==> src/rtl/tmr_pkg.sv <==
package tmr_pkg;
  localparam int NSRC      = 4;
  localparam int SRC_W     = 2;
  localparam int PRE_W     = 3;
  localparam int CTRL_W    = 8;
  localparam int IEN_OFS   = 'h00;
  localparam int IPEND_OFS = 'h04;
  localparam int CH_BASE   = 'h10;
  localparam int CH_STRIDE = 'h10;
  localparam int CTRL_OFS  = 'h0;
  localparam int INTV_OFS  = 'h4;
  localparam int CUR_OFS   = 'h8;

  // packed MSB first: bit7 single, 6:4 pre, 3:2 src, 1 reload, 0 start
  typedef struct packed {
    logic             single;
    logic [PRE_W-1:0] pre;
    logic [SRC_W-1:0] src;
    logic             reload;
    logic             start;
  } tmr_ctrl_t;
endpackage

==> src/rtl/tmr_prescale.sv <==
module tmr_prescale
  import tmr_pkg::*;
(
  input  logic             clk,
  input  logic             rst,
  input  logic             run,
  input  logic [NSRC-1:0]  src_tick,
  input  logic [SRC_W-1:0] src_sel,
  input  logic [PRE_W-1:0] ratio_m1,
  output logic             tick
);
  logic [PRE_W-1:0] cnt_q;
  logic             sel_tick;
  logic             wrap;

  assign sel_tick = src_tick[src_sel];
  assign wrap     = (cnt_q == ratio_m1);
  assign tick     = run && sel_tick && wrap;

  always_ff @(posedge clk) begin
    if (rst || !run) begin
      cnt_q <= '0;
    end else if (sel_tick) begin
      cnt_q <= wrap ? '0 : cnt_q + 1'b1;
    end
  end

  a_r4_stop_restart: assert property (@(posedge clk) disable iff (rst)
    !run |=> (cnt_q == '0));
endmodule

==> src/rtl/tmr_channel.sv <==
module tmr_channel
  import tmr_pkg::*;
#(
  parameter int DW = 32
) (
  input  logic            clk,
  input  logic            rst,
  input  logic            ctrl_we,
  input  logic            intv_we,
  input  logic            cur_we,
  input  logic [DW-1:0]   wdata,
  input  logic [NSRC-1:0] src_tick,
  output tmr_ctrl_t       ctrl_o,
  output logic [DW-1:0]   intv_o,
  output logic [DW-1:0]   cur_o,
  output logic            expire_o
);
  tmr_ctrl_t     ctrl_q;
  logic [DW-1:0] intv_q;
  logic [DW-1:0] cur_q;
  logic          tick;
  logic          expire;
  logic          do_reload;

  tmr_prescale u_pre (
    .clk      (clk),
    .rst      (rst),
    .run      (ctrl_q.start),
    .src_tick (src_tick),
    .src_sel  (ctrl_q.src),
    .ratio_m1 (ctrl_q.pre),
    .tick     (tick)
  );

  assign expire    = tick && (cur_q[DW-1:1] == '0);
  assign do_reload = ctrl_q.reload && !ctrl_q.single;

  always_ff @(posedge clk) begin
    if (rst) begin
      ctrl_q <= '0;
    end else if (ctrl_we) begin
      ctrl_q <= tmr_ctrl_t'(wdata[CTRL_W-1:0]);
    end else if (expire && ctrl_q.single) begin
      ctrl_q.start <= 1'b0;
    end
  end

  always_ff @(posedge clk) begin
    if (rst) begin
      intv_q <= '0;
    end else if (intv_we) begin
      intv_q <= wdata;
    end
  end

  always_ff @(posedge clk) begin
    if (rst) begin
      cur_q <= '0;
    end else if (cur_we) begin
      cur_q <= wdata;
    end else if (expire) begin
      cur_q <= do_reload ? intv_q : '0;
    end else if (tick) begin
      cur_q <= cur_q - 1'b1;
    end
  end

  assign ctrl_o   = ctrl_q;
  assign intv_o   = intv_q;
  assign cur_o    = cur_q;
  assign expire_o = expire;

  a_r3_freeze: assert property (@(posedge clk) disable iff (rst)
    (!ctrl_q.start && !cur_we) |=> $stable(cur_q));
  a_r6_reload: assert property (@(posedge clk) disable iff (rst)
    (expire && do_reload && !cur_we) |=> (cur_q == $past(intv_q)));
  a_r7_self_stop: assert property (@(posedge clk) disable iff (rst)
    (expire && ctrl_q.single && !ctrl_we) |=> !ctrl_q.start);
  a_r11_sw_wins: assert property (@(posedge clk) disable iff (rst)
    cur_we |=> (cur_q == $past(wdata)));
endmodule

==> src/rtl/tmr_irq.sv <==
module tmr_irq #(
  parameter int NCH = 6
) (
  input  logic           clk,
  input  logic           rst,
  input  logic           en_we,
  input  logic           pend_we,
  input  logic [NCH-1:0] wdata,
  input  logic [NCH-1:0] expire,
  output logic [NCH-1:0] en_o,
  output logic [NCH-1:0] pend_o,
  output logic           irq_o
);
  logic [NCH-1:0] en_q;
  logic [NCH-1:0] pend_q;
  logic [NCH-1:0] clr;
  logic           irq_q;

  assign clr = pend_we ? wdata : '0;

  always_ff @(posedge clk) begin
    if (rst) begin
      en_q   <= '0;
      pend_q <= '0;
      irq_q  <= 1'b0;
    end else begin
      if (en_we) en_q <= wdata;
      pend_q <= (pend_q & ~clr) | expire;
      irq_q  <= |(pend_q & en_q);
    end
  end

  assign en_o   = en_q;
  assign pend_o = pend_q;
  assign irq_o  = irq_q;

  a_r9_hold_unless_cleared: assert property (@(posedge clk) disable iff (rst)
    !pend_we |=> ((pend_q & $past(pend_q)) == $past(pend_q)));
  a_r5_expire_sets: assert property (@(posedge clk) disable iff (rst)
    (|expire) |=> ((pend_q & $past(expire)) == $past(expire)));
  a_r10_irq_follows: assert property (@(posedge clk) disable iff (rst)
    (irq_o == $past(|(pend_q & en_q))));
endmodule

==> src/rtl/tmr_bank.sv <==
module tmr_bank
  import tmr_pkg::*;
#(
  parameter int NCH = 6,
  parameter int DW  = 32,
  parameter int AW  = 8
) (
  input  logic            clk,
  input  logic            rst,
  input  logic [NSRC-1:0] src_tick,
  input  logic            wr_en,
  input  logic [AW-1:0]   wr_addr,
  input  logic [DW-1:0]   wr_data,
  input  logic            rd_en,
  input  logic [AW-1:0]   rd_addr,
  output logic [DW-1:0]   rd_data,
  output logic            irq_o
);
  localparam logic [AW-1:0] A_IEN   = AW'(IEN_OFS);
  localparam logic [AW-1:0] A_IPEND = AW'(IPEND_OFS);

  tmr_ctrl_t      ctrl_q [NCH];
  logic [DW-1:0]  intv_q [NCH];
  logic [DW-1:0]  cur_q  [NCH];
  logic [NCH-1:0] expire;
  logic [NCH-1:0] en_q;
  logic [NCH-1:0] pend_q;
  logic [DW-1:0]  rd_next;
  logic [DW-1:0]  rd_q;

  for (genvar c = 0; c < NCH; c++) begin : g_ch
    localparam logic [AW-1:0] A_CTRL = AW'(CH_BASE + CH_STRIDE*c + CTRL_OFS);
    localparam logic [AW-1:0] A_INTV = AW'(CH_BASE + CH_STRIDE*c + INTV_OFS);
    localparam logic [AW-1:0] A_CUR  = AW'(CH_BASE + CH_STRIDE*c + CUR_OFS);

    tmr_channel #(.DW(DW)) u_ch (
      .clk      (clk),
      .rst      (rst),
      .ctrl_we  (wr_en && (wr_addr == A_CTRL)),
      .intv_we  (wr_en && (wr_addr == A_INTV)),
      .cur_we   (wr_en && (wr_addr == A_CUR)),
      .wdata    (wr_data),
      .src_tick (src_tick),
      .ctrl_o   (ctrl_q[c]),
      .intv_o   (intv_q[c]),
      .cur_o    (cur_q[c]),
      .expire_o (expire[c])
    );
  end

  tmr_irq #(.NCH(NCH)) u_irq (
    .clk     (clk),
    .rst     (rst),
    .en_we   (wr_en && (wr_addr == A_IEN)),
    .pend_we (wr_en && (wr_addr == A_IPEND)),
    .wdata   (wr_data[NCH-1:0]),
    .expire  (expire),
    .en_o    (en_q),
    .pend_o  (pend_q),
    .irq_o   (irq_o)
  );

  always_comb begin
    rd_next = '0;
    if (rd_addr == A_IEN)   rd_next = {{(DW-NCH){1'b0}}, en_q};
    if (rd_addr == A_IPEND) rd_next = {{(DW-NCH){1'b0}}, pend_q};
    for (int c = 0; c < NCH; c++) begin
      if (rd_addr == AW'(CH_BASE + CH_STRIDE*c + CTRL_OFS))
        rd_next = {{(DW-CTRL_W){1'b0}}, ctrl_q[c]};
      if (rd_addr == AW'(CH_BASE + CH_STRIDE*c + INTV_OFS))
        rd_next = intv_q[c];
      if (rd_addr == AW'(CH_BASE + CH_STRIDE*c + CUR_OFS))
        rd_next = cur_q[c];
    end
  end

  always_ff @(posedge clk) begin
    if (rst)        rd_q <= '0;
    else if (rd_en) rd_q <= rd_next;
  end

  assign rd_data = rd_q;

  a_r2_read_holds: assert property (@(posedge clk) disable iff (rst)
    !rd_en |=> $stable(rd_data));
endmodule

==> config.mk <==
export PLATFORM = sky130hd
export DESIGN_NAME = tmr_bank
export DESIGN_NICKNAME = d
export VERILOG_FILES = /design/src/rtl/tmr_pkg.sv /design/src/rtl/tmr_prescale.sv /design/src/rtl/tmr_channel.sv /design/src/rtl/tmr_irq.sv /design/src/rtl/tmr_bank.sv
export SDC_FILE = /design/constraint.sdc
export NUM_CORES = 2
export LEC_CHECK = 0
export BUFFER_PORTS_ARGS = -buffer_cell sky130_fd_sc_hd__buf_2
export CAP_MARGIN = 0
export CORE_MARGIN = 3
export CORE_UTILIZATION = 30
export CTS_CLUSTER_SIZE = 28
export DETAILED_ROUTE_END_ITERATION = 7
export PLACE_DENSITY_LB_ADDON = 0.15
export SLEW_MARGIN = 30
export SYNTH_ARGS = -nofsm -noshare
export SYNTH_HDL_FRONTEND = slang
export SYNTH_SLANG_ARGS = --single-unit
export TNS_END_PERCENT = 20
==> constraint.sdc <==
create_clock -name clk -period 2.9 [get_ports clk]
set_input_delay 0.145 -clock clk [delete_from_list [all_inputs] [get_ports clk]]
set_output_delay 0.145 -clock clk [all_outputs]
set_load 0.05 [all_outputs]
==> impl_metrics.ini <==
[status]
status = completed

[grt]
grt_pass1_wl_um = 210000
top_usage_layer = met2
grt_overflow_total = 0
grt_use_met1_pct = 38.1
grt_max_degree = 100
antenna_found_initial = 4
grt.total_usage_pct = 27.1
grt_pass1_vias = 29800
grt_util_met2_pct = 43.1
met3_usage_pct = 3.93

[yosys]
synth_area_um2 = 29300
ys_types = 82
ys.flop_type = dfxtp_1
synth-seq-area-share_pct = 33.8
synth_area_per_cell_um2 = 7.44
yosysWarnings = 0
synth.ff_latch_count = 495
netlist_instances = 3933
synth_nets = 4001
synthArstFlopShare_pct = 0
synth_edf_count = 0

[timing]
setup_violations = 0
rsz0062_at_grt = false
fin_hold_ws_ps = 38.7
period_share_pct = 95.4
drv_slew = 0
layout_setup_ws_ps = 133
setup_tns_ps = 0
layout_min_cycle_time_ps = 2770
hold_violations = 0
finClkSkew_ps = 20.6
slew_headroom_pct = 40.3
tightest_slew_ps = 888
max_freq_mhz = 361

[detailed_routing]
drc = 0
drt-pass1-iter-count = 5
antenna_left = 0
wl_per_cell_um = 26.9
dr_total_vias = 31900
viasPerCell = 6.00
drt_iter0_markers = 3747
routed_wl_um = 143000

[placement]
hpwlAfterDp_um = 104000
placed_cell_area_um2 = 32400
place_ws_ps = 138
place_inst = 5175
gp_congestion = 0.952
port-buffer-count = 88

[clock_tree]
ctsLongestPathBuffers = 3
root_buffer = clkbuf_16
cts_sinks = 495
post_cts_buffers = 0
cts_tree = done
cts.reportedPaths.clkPinSlew_ps = 60
h-tree-depth = 2
clkLatencyLatePin_ps = 670
cts_made_buffers = 61

[setup_path]
r2r_start = g_ch[5].u_ch.cur_o[24]$_SDFFE_PP0P_
required_ps = 3430
crit_fanout = 19
end_kind = register
reg2reg_slack_ps = 130
rr_worst_depth = 7
arrival_ps = 3300
r2r_end = g_ch[5].u_ch.cur_o[9]$_SDFFE_PP0P_
path_class = reg -> reg
setup.worst_path.start_class = register

[hold_path]
hold_path_depth = 5
hp-start = wr_addr[3]
whs_endpoint = g_ch[5].u_ch.ctrl_o[6]$_SDFFE_PP0P_
hold_class = in -> reg

[floorplan]
die_h_um = 318
io_pins = 89
die_area_um2 = 101000
rows = 113
core_area_um2 = 95900
die_x_um = 318
start_util_pct = 30.5

[final_layout]
final_cell_area_um2 = 34800
final_cells = 5321
drive_gt1_share_pct = 14.5
num_antenna_cells = 0
area_growth_pct = 18.9
nets = 4071

[pwr]
p_leak_nw = 12.5
p_per_area_nw_per_um2 = 468
ir_drop_mv = 0.448

[run]
cap_violations = 0
[flip-flops by register name, summed over array words and instances (netlist names)]
register,cells
g_ch.u_ch.intv_o,192
g_ch.u_ch.u_pre.cnt_q,18
u_irq.en_o,6
u_irq.irq_o,1
u_irq.pend_o,6
rd_data,32
g_ch.u_ch.cur_o,192
g_ch.u_ch.ctrl_o,48
[cell type report]
cell class / count / area, um2
Timing Repair Buffer: 406 / 3260
Tap cell: 1265 / 1580
Clock buffer: 78 / 1720
Clock inverter: 38 / 354
Sequential cell: 495 / 9910
Multi-Input combinational cell: 3007 / 17900
Inverter: 32 / 120
Fill cell: 10300 / 61000
[timing repair]
item | CTS | global route
resized for setup | 0 | 2
hold endpoints to repair | 227 | 0
hold buffers | 30 | 0
endpoints found under the setup margin | 0 | 2
[Yosys cell counts (14+ instances only)]
library cell  instances  area share (%)
clkbuf_1            361             4.6
o221ai_1             63             1.9
dfxtp_1             495              34
o21a_1               17            0.44
nor4_1               79             1.7
or4_1                34            0.87
a311oi_1             59             1.8
a22o_1               18            0.54
nor2b_1              16            0.34
mux2i_1              31             1.1
a22oi_1              88             2.3
a21oi_1             456             7.8
xnor2_1              88             2.6
o211ai_1             21            0.54
inv_1                28            0.36
a211oi_1             40             1.0
or3_1                41            0.88
buf_1                22            0.28
nand3_1             100             1.7
a221oi_1             57             1.7
nor3_1              154             2.6
nand4_1              50             1.1
nor2_1              306             3.9
nand2b_1             14            0.30
o221a_2              24            0.92
a31oi_1              65             1.4
xor2_1               71             2.1
o22ai_1             110             2.4
nand2_1             586             7.5
nor3b_1              15            0.38
o21ai_0             127             2.2
buf_2                14            0.24
and3_1               19            0.41
a2111oi_0            25            0.75
[report_power, final]
| part | leakage, nW | switching, W | internal (W) | total [W] |
|---|---|---|---|---|
| Clock | 1.04 | 0.00340 | 0.00471 | 0.00811 |
| Sequential | 3.99 | 0.0000220 | 0.00682 | 0.00684 |
| Combinational | 7.46 | 0.000957 | 0.000399 | 0.00136 |
| Total | 12.5 | 0.00438 | 0.0119 | 0.0163 |
[layer usage]
metal	wire length, um	share of wire (%)
met5	0	0
met4	3960	2.8
met3	10200	7.1
met2	64900	45
met1	64200	45
[through the flow]
stage,utilization [%],power (W)
global route,36.3,0.0168
detailed placement,33.8,0.00828
global placement,33.8,0.00828
floorplan,-,0.00769
CTS,36.3,0.0164
finish,36.3,0.0163
[worst max path at each step]
| stage | from | endpoint | slack (ps) | cells past startpoint |
|---|---|---|---|---|
| 3_5_place_dp | g_ch[5].u_ch.cur_o[24]$_SDFFE_PP0P_ | g_ch[5].u_ch.cur_o[9]$_SDFFE_PP0P_ | 140 | 7 |
| 3_3_place_gp | rd_addr[4] | rd_data[31]$_SDFFE_PP0P_ | 120 | 9 |
| 2_1_floorplan | g_ch[1].u_ch.cur_o[12]$_SDFFE_PP0P_ | g_ch[1].u_ch.cur_o[11]$_SDFFE_PP0P_ | 190 | 10 |
| 4_1_cts | g_ch[5].u_ch.cur_o[24]$_SDFFE_PP0P_ | g_ch[5].u_ch.cur_o[4]$_SDFFE_PP0P_ | 120 | 7 |
| 5_1_grt | g_ch[5].u_ch.cur_o[24]$_SDFFE_PP0P_ | g_ch[5].u_ch.cur_o[3]$_SDFFE_PP0P_ | 2 | 7 |
| 6_report | g_ch[5].u_ch.cur_o[24]$_SDFFE_PP0P_ | g_ch[5].u_ch.cur_o[9]$_SDFFE_PP0P_ | 130 | 7 |
[kinds of logic after synthesis]
logic type | after synthesis | share of synthesized area [%]
buffers and inverters | 431 | 5.62
multiplexers | 46 | 1.87
XOR/XNOR | 159 | 4.76
AND/OR/NAND/NOR | 1510 | 24.6
flip-flops | 495 | 33.8
AO/OA/AOI/OAI | 1280 | 28.8
adder cells (fa/ha/maj) | 12 | 0.513
[cells in the final DEF, fill, tap and decap left out, drive strengths merged, types with 18 or more instances in the layout]
cell type	instances
o22ai	110
o221ai	63
a22oi	88
a211oi	40
o221a	24
nand3	101
dlygate4sd3	30
xnor2	88
nor2	306
o21ai	127
nand4	50
dfxtp	495
inv	30
a221oi	57
buf	376
clkbuf	78
xor2	71
clkinv	30
a2111oi	31
mux2i	31
or4	37
and3	19
nor3	157
nor4	84
a311oi	59
a31oi	65
nand2	586
a22o	18
or3	41
o211ai	21
a21oi	456
[critical path: stages (launching register included)]
cell       delay [ps]
dfxtp_1           320
or4_4             560
or4_4             440
or3_1             460
nor3_4            200
buf_12            200
a311oi_1          100
a2111oi_0         350
No activity file was read; power rests on OpenSTA's default activity.
